## src/rtl/tsu_pkg.sv

```systemverilog
package tsu_pkg;

    localparam int REG_AW  = 2;
    localparam int CAUSE_W = 7;

    // cause bit positions; software decodes these
    localparam int C_WRAP = 0;
    localparam int C_TXTS = 1;

    // which cause bits have a source in this block
    localparam logic [CAUSE_W-1:0] CAUSE_LIVE = 7'b000_0011;
    // writable mask bits
    localparam logic [CAUSE_W-1:0] MASK_WMASK = 7'b111_1011;

    typedef enum logic [REG_AW-1:0] {
        SEL_TS_NS = 2'd0,
        SEL_TS_SEC = 2'd1,
        SEL_CAUSE = 2'd2,
        SEL_MASK = 2'd3
    } reg_sel_e;

    typedef enum logic {
        TS_ARMED = 1'b0,
        TS_HELD  = 1'b1
    } cap_state_e;

endpackage

```

## src/rtl/tsu_capture.sv

```systemverilog
module tsu_capture
    import tsu_pkg::*;
#(
    parameter int NS_W  = 32,
    parameter int SEC_W = 32
) (
    input  logic             clk,
    input  logic             rst_n,
    input  logic             sof,
    input  logic             release_req,
    input  logic [NS_W-1:0]  ns_in,
    input  logic [SEC_W-1:0] sec_in,
    output logic             held,
    output logic             capture_pulse,
    output logic [NS_W-1:0]  cap_ns,
    output logic [SEC_W-1:0] cap_sec
);

    cap_state_e state_q, state_d;

    // state register
    always_ff @(posedge clk) begin
        if (!rst_n) begin
            state_q <= TS_ARMED;
        end else begin
            state_q <= state_d;
        end
    end

    // transitions: CAPTURE and RELEASE
    always_comb begin
        state_d = state_q;
        unique case (state_q)
            TS_ARMED: if (sof)         state_d = TS_HELD;
            TS_HELD:  if (release_req) state_d = TS_ARMED;
            default:                   state_d = TS_ARMED;
        endcase
    end

    // outputs
    always_comb begin
        held          = 1'b0;
        capture_pulse = 1'b0;
        unique case (state_q)
            TS_ARMED: capture_pulse = sof;
            TS_HELD:  held = 1'b1;
            default:  held = 1'b0;
        endcase
    end

    always_ff @(posedge clk) begin
        if (!rst_n) begin
            cap_ns  <= '0;
            cap_sec <= '0;
        end else if (capture_pulse) begin
            cap_ns  <= ns_in;
            cap_sec <= sec_in;
        end
    end

endmodule

```

## src/rtl/tsu_cause.sv

```systemverilog
module tsu_cause
    import tsu_pkg::*;
(
    input  logic               clk,
    input  logic               rst_n,
    input  logic [CAUSE_W-1:0] events,
    input  logic               clr,
    input  logic               mask_we,
    input  logic [CAUSE_W-1:0] mask_wdata,
    output logic [CAUSE_W-1:0] cause_q,
    output logic [CAUSE_W-1:0] mask_q,
    output logic               irq
);

    for (genvar i = 0; i < CAUSE_W; i++) begin : g_bit
        if (CAUSE_LIVE[i]) begin : g_live
            always_ff @(posedge clk) begin
                if (!rst_n) begin
                    cause_q[i] <= 1'b0;
                end else begin
                    // a new event beats the clear of the same edge
                    cause_q[i] <= (cause_q[i] & ~clr) | events[i];
                end
            end
        end else begin : g_dead
            logic unused_evt;
            assign unused_evt = events[i];
            assign cause_q[i] = 1'b0;
        end

        if (MASK_WMASK[i]) begin : g_mw
            always_ff @(posedge clk) begin
                if (!rst_n) begin
                    mask_q[i] <= 1'b0;
                end else if (mask_we) begin
                    mask_q[i] <= mask_wdata[i];
                end
            end
        end else begin : g_mro
            logic unused_mw;
            assign unused_mw = mask_wdata[i];
            assign mask_q[i] = 1'b0;
        end
    end

    assign irq = |(cause_q & mask_q);

endmodule

```

## src/rtl/tsu_regif.sv

```systemverilog
module tsu_regif
    import tsu_pkg::*;
#(
    parameter int DATA_W = 32,
    parameter int NS_W   = 32,
    parameter int SEC_W  = 32
) (
    input  logic               clk,
    input  logic               rst_n,
    input  logic [REG_AW-1:0]  addr,
    input  logic               rd,
    input  logic               wr,
    input  logic [DATA_W-1:0]  wdata,
    input  logic               held,
    input  logic [NS_W-1:0]    cap_ns,
    input  logic [SEC_W-1:0]   cap_sec,
    input  logic [CAUSE_W-1:0] cause_q,
    input  logic [CAUSE_W-1:0] mask_q,
    output logic [DATA_W-1:0]  rdata,
    output logic               cause_clr,
    output logic               ts_release,
    output logic               mask_we,
    output logic [CAUSE_W-1:0] mask_wdata
);

    reg_sel_e sel;
    logic [DATA_W-1:0] rd_mux;
    logic unused_wdata_hi;

    assign sel        = reg_sel_e'(addr);
    assign cause_clr  = rd && (sel == SEL_CAUSE);
    assign ts_release = rd && (sel == SEL_TS_SEC) && held;
    assign mask_we    = wr && (sel == SEL_MASK);
    assign mask_wdata = wdata[CAUSE_W-1:0];
    assign unused_wdata_hi = ^wdata[DATA_W-1:CAUSE_W];

    always_comb begin
        rd_mux = '0;
        unique case (sel)
            SEL_TS_NS:  rd_mux[NS_W-1:0]    = cap_ns;
            SEL_TS_SEC: rd_mux[SEC_W-1:0]   = cap_sec;
            SEL_CAUSE:  rd_mux[CAUSE_W-1:0] = cause_q;
            SEL_MASK:   rd_mux[CAUSE_W-1:0] = mask_q;
            default:    rd_mux = '0;
        endcase
    end

    always_ff @(posedge clk) begin
        if (!rst_n) begin
            rdata <= '0;
        end else if (rd) begin
            rdata <= rd_mux;
        end
    end

endmodule

```

## src/rtl/tsu_event_unit.sv

```systemverilog
module tsu_event_unit
    import tsu_pkg::*;
#(
    parameter int NS_W   = 32,
    parameter int SEC_W  = 32,
    parameter int DATA_W = 32
) (
    input  logic              clk,
    input  logic              rst_n,
    input  logic [NS_W-1:0]   ns_in,
    input  logic [SEC_W-1:0]  sec_in,
    input  logic              tx_sof,
    input  logic              wrap_pulse,
    input  logic [REG_AW-1:0] reg_addr,
    input  logic              reg_rd,
    input  logic              reg_wr,
    input  logic [DATA_W-1:0] reg_wdata,
    output logic [DATA_W-1:0] reg_rdata,
    output logic              irq
);

    logic               cap_held;
    logic               cap_pulse;
    logic [NS_W-1:0]    cap_ns;
    logic [SEC_W-1:0]   cap_sec;
    logic [CAUSE_W-1:0] cause_q;
    logic [CAUSE_W-1:0] mask_q;
    logic [CAUSE_W-1:0] events;
    logic               cause_clr;
    logic               ts_release;
    logic               mask_we;
    logic [CAUSE_W-1:0] mask_wdata;

    always_comb begin
        events         = '0;
        events[C_WRAP] = wrap_pulse;
        events[C_TXTS] = cap_pulse;
    end

    tsu_capture #(.NS_W(NS_W), .SEC_W(SEC_W)) u_cap (
        .clk(clk), .rst_n(rst_n), .sof(tx_sof), .release_req(ts_release),
        .ns_in(ns_in), .sec_in(sec_in), .held(cap_held),
        .capture_pulse(cap_pulse), .cap_ns(cap_ns), .cap_sec(cap_sec)
    );

    tsu_cause u_cause (
        .clk(clk), .rst_n(rst_n), .events(events), .clr(cause_clr),
        .mask_we(mask_we), .mask_wdata(mask_wdata),
        .cause_q(cause_q), .mask_q(mask_q), .irq(irq)
    );

    tsu_regif #(.DATA_W(DATA_W), .NS_W(NS_W), .SEC_W(SEC_W)) u_rif (
        .clk(clk), .rst_n(rst_n), .addr(reg_addr), .rd(reg_rd), .wr(reg_wr),
        .wdata(reg_wdata), .held(cap_held), .cap_ns(cap_ns), .cap_sec(cap_sec),
        .cause_q(cause_q), .mask_q(mask_q), .rdata(reg_rdata),
        .cause_clr(cause_clr), .ts_release(ts_release),
        .mask_we(mask_we), .mask_wdata(mask_wdata)
    );

endmodule

```

## config.mk

```make
export PLATFORM = sky130hd
export DESIGN_NAME = tsu_event_unit
export DESIGN_NICKNAME = d
export VERILOG_FILES = /design/src/rtl/tsu_pkg.sv /design/src/rtl/tsu_capture.sv /design/src/rtl/tsu_cause.sv /design/src/rtl/tsu_regif.sv /design/src/rtl/tsu_event_unit.sv
export SDC_FILE = /design/constraint.sdc
export NUM_CORES = 1
export LEC_CHECK = 0
export ABC_CLOCK_PERIOD_IN_PS = 2400
export BUFFER_PORTS_ARGS = -buffer_cell sky130_fd_sc_hd__buf_2
export CAP_MARGIN = 20
export CELL_PAD_IN_SITES_DETAIL_PLACEMENT = 0
export CELL_PAD_IN_SITES_GLOBAL_PLACEMENT = 1
export CORE_UTILIZATION = 43
export CTS_BUF_LIST = sky130_fd_sc_hd__clkbuf_4
export DETAILED_ROUTE_END_ITERATION = 12
export PLACE_DENSITY = 0.9
export SLEW_MARGIN = 20
export SYNTH_ARGS = -nofsm -noshare
export SYNTH_HDL_FRONTEND = slang
export SYNTH_HIERARCHICAL = 1
export SYNTH_SLANG_ARGS = --single-unit
```

## constraint.sdc

```tcl
create_clock -name clk -period 2.4 [get_ports clk]
set_input_delay 0.48 -clock clk [delete_from_list [all_inputs] [get_ports clk]]
set_output_delay 0.48 -clock clk [all_outputs]
set_load 0.01 [all_outputs]
```

==> key figures <==
Outcome
  – Run status: finished clean

Clock tree
  – CTS hold repair buffers: 0
  – TritonCTS clock tree: yes
  – Clock Tree Buf Depth: 2
  – Sink Count: 105
  – CTS clk-pin slew, worst paths: roughly 150 ps
  – Post-CTS sizing: 0
  – Worst-Skew Late Latency: 450 ps
  – H-tree depth: 3
  – Post-CTS Setup Inserts: 0
  – Clk root buf: clkbuf_4
  – TritonCTS buffer count: 9

Routing
  – Drt wl/cell: 13.6 um
  – WL final: slightly below 10000 um
  – Vias: 3533
  – Via/cell ratio: 4.85
  – Initial DRC Count: 132
  – Remaining antenna violation count: 0
  – DRC Markers: 0
  – 1st-pass router iterations: 4

Worst setup path
  – Critical path required time: 1920 ps
  – Setup crit start kind: register
  – Maximum fanout along the worst path: 3
  – Worst R2R Setup Slack: 990 ps
  – Reg2Reg Depth: 3
  – Crit path arrival time: 1160 ps
  – Crit-path cells: a22o_1 > buf_2
  – CP endpoint kind: output pin
  – R2R Path End: u_cap/cap_ns[2]
  – Critical Path Max Stage Delay: 350 ps
  – Reg2reg start: u_cap/state_q
  – Critical path class: register to output pin
  – Slowest cell on crit path: dfxtp_1

STA
  – Final WS setup: 758 ps
  – RSZ-0062 raised after global routing: false
  – FMAX: 0.609 GHz
  – Slew @ Worst Pin: around 670 ps
  – Period utilization: 68.4%
  – Setup Skew: roughly 18 ps
  – Slew headroom: 55.3%
  – Final Max Slew Viols: 0
  – Final hold vios: 0
  – Setup TNS: 0 ps
  – Final min period: 1640 ps
  – Final-report setup violation count: 0

Placed design
  – Dpl cells: 714
  – Detail Placement HPWL: 6730 um
  – Port Buffer Count: 110
  – GP Congestion: roughly 0.78
  – Cell Area, Placed: 0.00517 mm^2
  – Place WS: about 630 ps

Yosys
  – Warnings from Yosys: 6
  – Post-Syn Instances: 503
  – Synth Cell Area: roughly 0.0047 mm^2
  – Avg Inst Size Synth: around 9.4 um^2

Floorplan
  – Die height: 107 um
  – Chip Width: 107 um
  – Die Area: 0.0114 mm^2
  – Placeable Area: ~0.011 mm^2
  – Rows: 37
  – Num ports: 137
  – Initial core utilization: between 40% and 50%

Global routing
  – Global-route wire length before repair: 16000 um
  – Largest net degree at the start of global routing: 109
  – Global Route Usage Sum: 18.0%
  – Vias in the first global route: 3455
  – Initial antenna violation count: 0
  – Global route overflow: 0

Pwr
  – Leakage: 2.38 nW
  – P per Cell Area: 583 mW/mm^2
  – VDD IR-drop max: 0.290 mV

Min path
  – Worst hold path type: input port to register
  – Hold Startpoint: wrap_pulse
  – Hold Path Sink: u_cause/cause_q[0]
  – Cells on Worst Hold Path: 2

Cells and area
  – Synthesis-to-finish area growth: 11.3%
  – Antenna cells: 0
  – Fraction of layout cells with a size suffix above 1: 22.8%
  – Final instance area: 0.00528 mm^2
  – Fillers: 1004
  – Post-layout nets: just under 700
  – Final non-filler cell total: 729

Flow run
  – MaxCap Viol Count: 0
==> final cells by class <==
cell class	instances	area [um^2]	area share (%)
inverters	25	93.8	1.78
flip-flops and latches	105	2100	39.8
well taps	136	170	3.22
repair buffers	119	633	12.0
clock buffers	10	75.1	1.42
clock inverters	5	33.8	0.640
multi-input cells	329	2170	41.1
==> metrics by stage <==
| step | power (mW) | utilization [%] | hold WS [ps] |
|---|---|---|---|
| detailed placement | 2.34 | 49.2 | 449 |
| global route | 3.25 | 50.2 | 217 |
| floorplan | 2.24 | - | 434 |
| CTS | 3.12 | 50.2 | 218 |
| finish | 3.08 | 50.2 | 248 |
| global placement | 2.33 | 49.2 | 441 |
==> sequential cells by signal, summed over array words and instances, names as in the netlist <==
register	count
u_cap/cap_ns	32
u_cause/cause_q	2
u_cap/cap_sec	32
u_cause/mask_q	6
u_rif/rdata	32
u_cap/state_q	1
==> power by group <==
group	switching [mW]	internal [mW]	leakage, nW	total, mW
clock	0.561	0.219	0.0599	0.779
sequential	0.0461	1.83	0.859	1.88
combinational	0.221	0.197	1.47	0.418
total	0.828	2.25	2.38	3.08
==> worst max-delay path by stage <==
stage                            start           endpoint  slack, ps  cells past startpoint
floorplan                  reg_addr[0]  u_cause/mask_q[0]       1000                      6
global placement           reg_addr[0]    u_rif/rdata[19]        650                      5
detailed placement         reg_addr[0]    u_rif/rdata[22]        630                      5
CTS                 u_cause/cause_q[1]                irq        720                      2
global route        u_cause/cause_q[1]                irq        680                      2
finish              u_cause/cause_q[1]                irq        760                      2
==> critical path, delay by kind of cell, from the launching register on <==
| family | cells | cell delay (ps) |
|---|---|---|
| buffers and inverters | 1 | 140 |
| flip-flops | 1 | 350 |
| AO/OA/AOI/OAI | 1 | 230 |
==> cell usage in the layout (no fill, tap or decap), drive strengths merged <==
cell type  count
nand2        131
buf          119
mux2i        109
dfxtp        105
clkinv        29
o22ai         25
and2          25
clkbuf        10
nor2b          9
nand3b         8
o221ai         7
conb           6
o21a           2
nor2           2
clkinvlp       1
o211a          1
a22o           1
nand2b         1
and3           1
nand3          1
==> routing by layer <==
metal  up-vias  wire length, um  track usage [%]  share of wire, %
li1       1813                -                -                 -
met1      1614             4640             22.6                47
met2        93             4540             29.4                46
met3        13              570             4.44               5.8
met4         0              142             7.63               1.4
met5         -                0                0                 0
No activity file was read; power rests on OpenSTA's default activity.
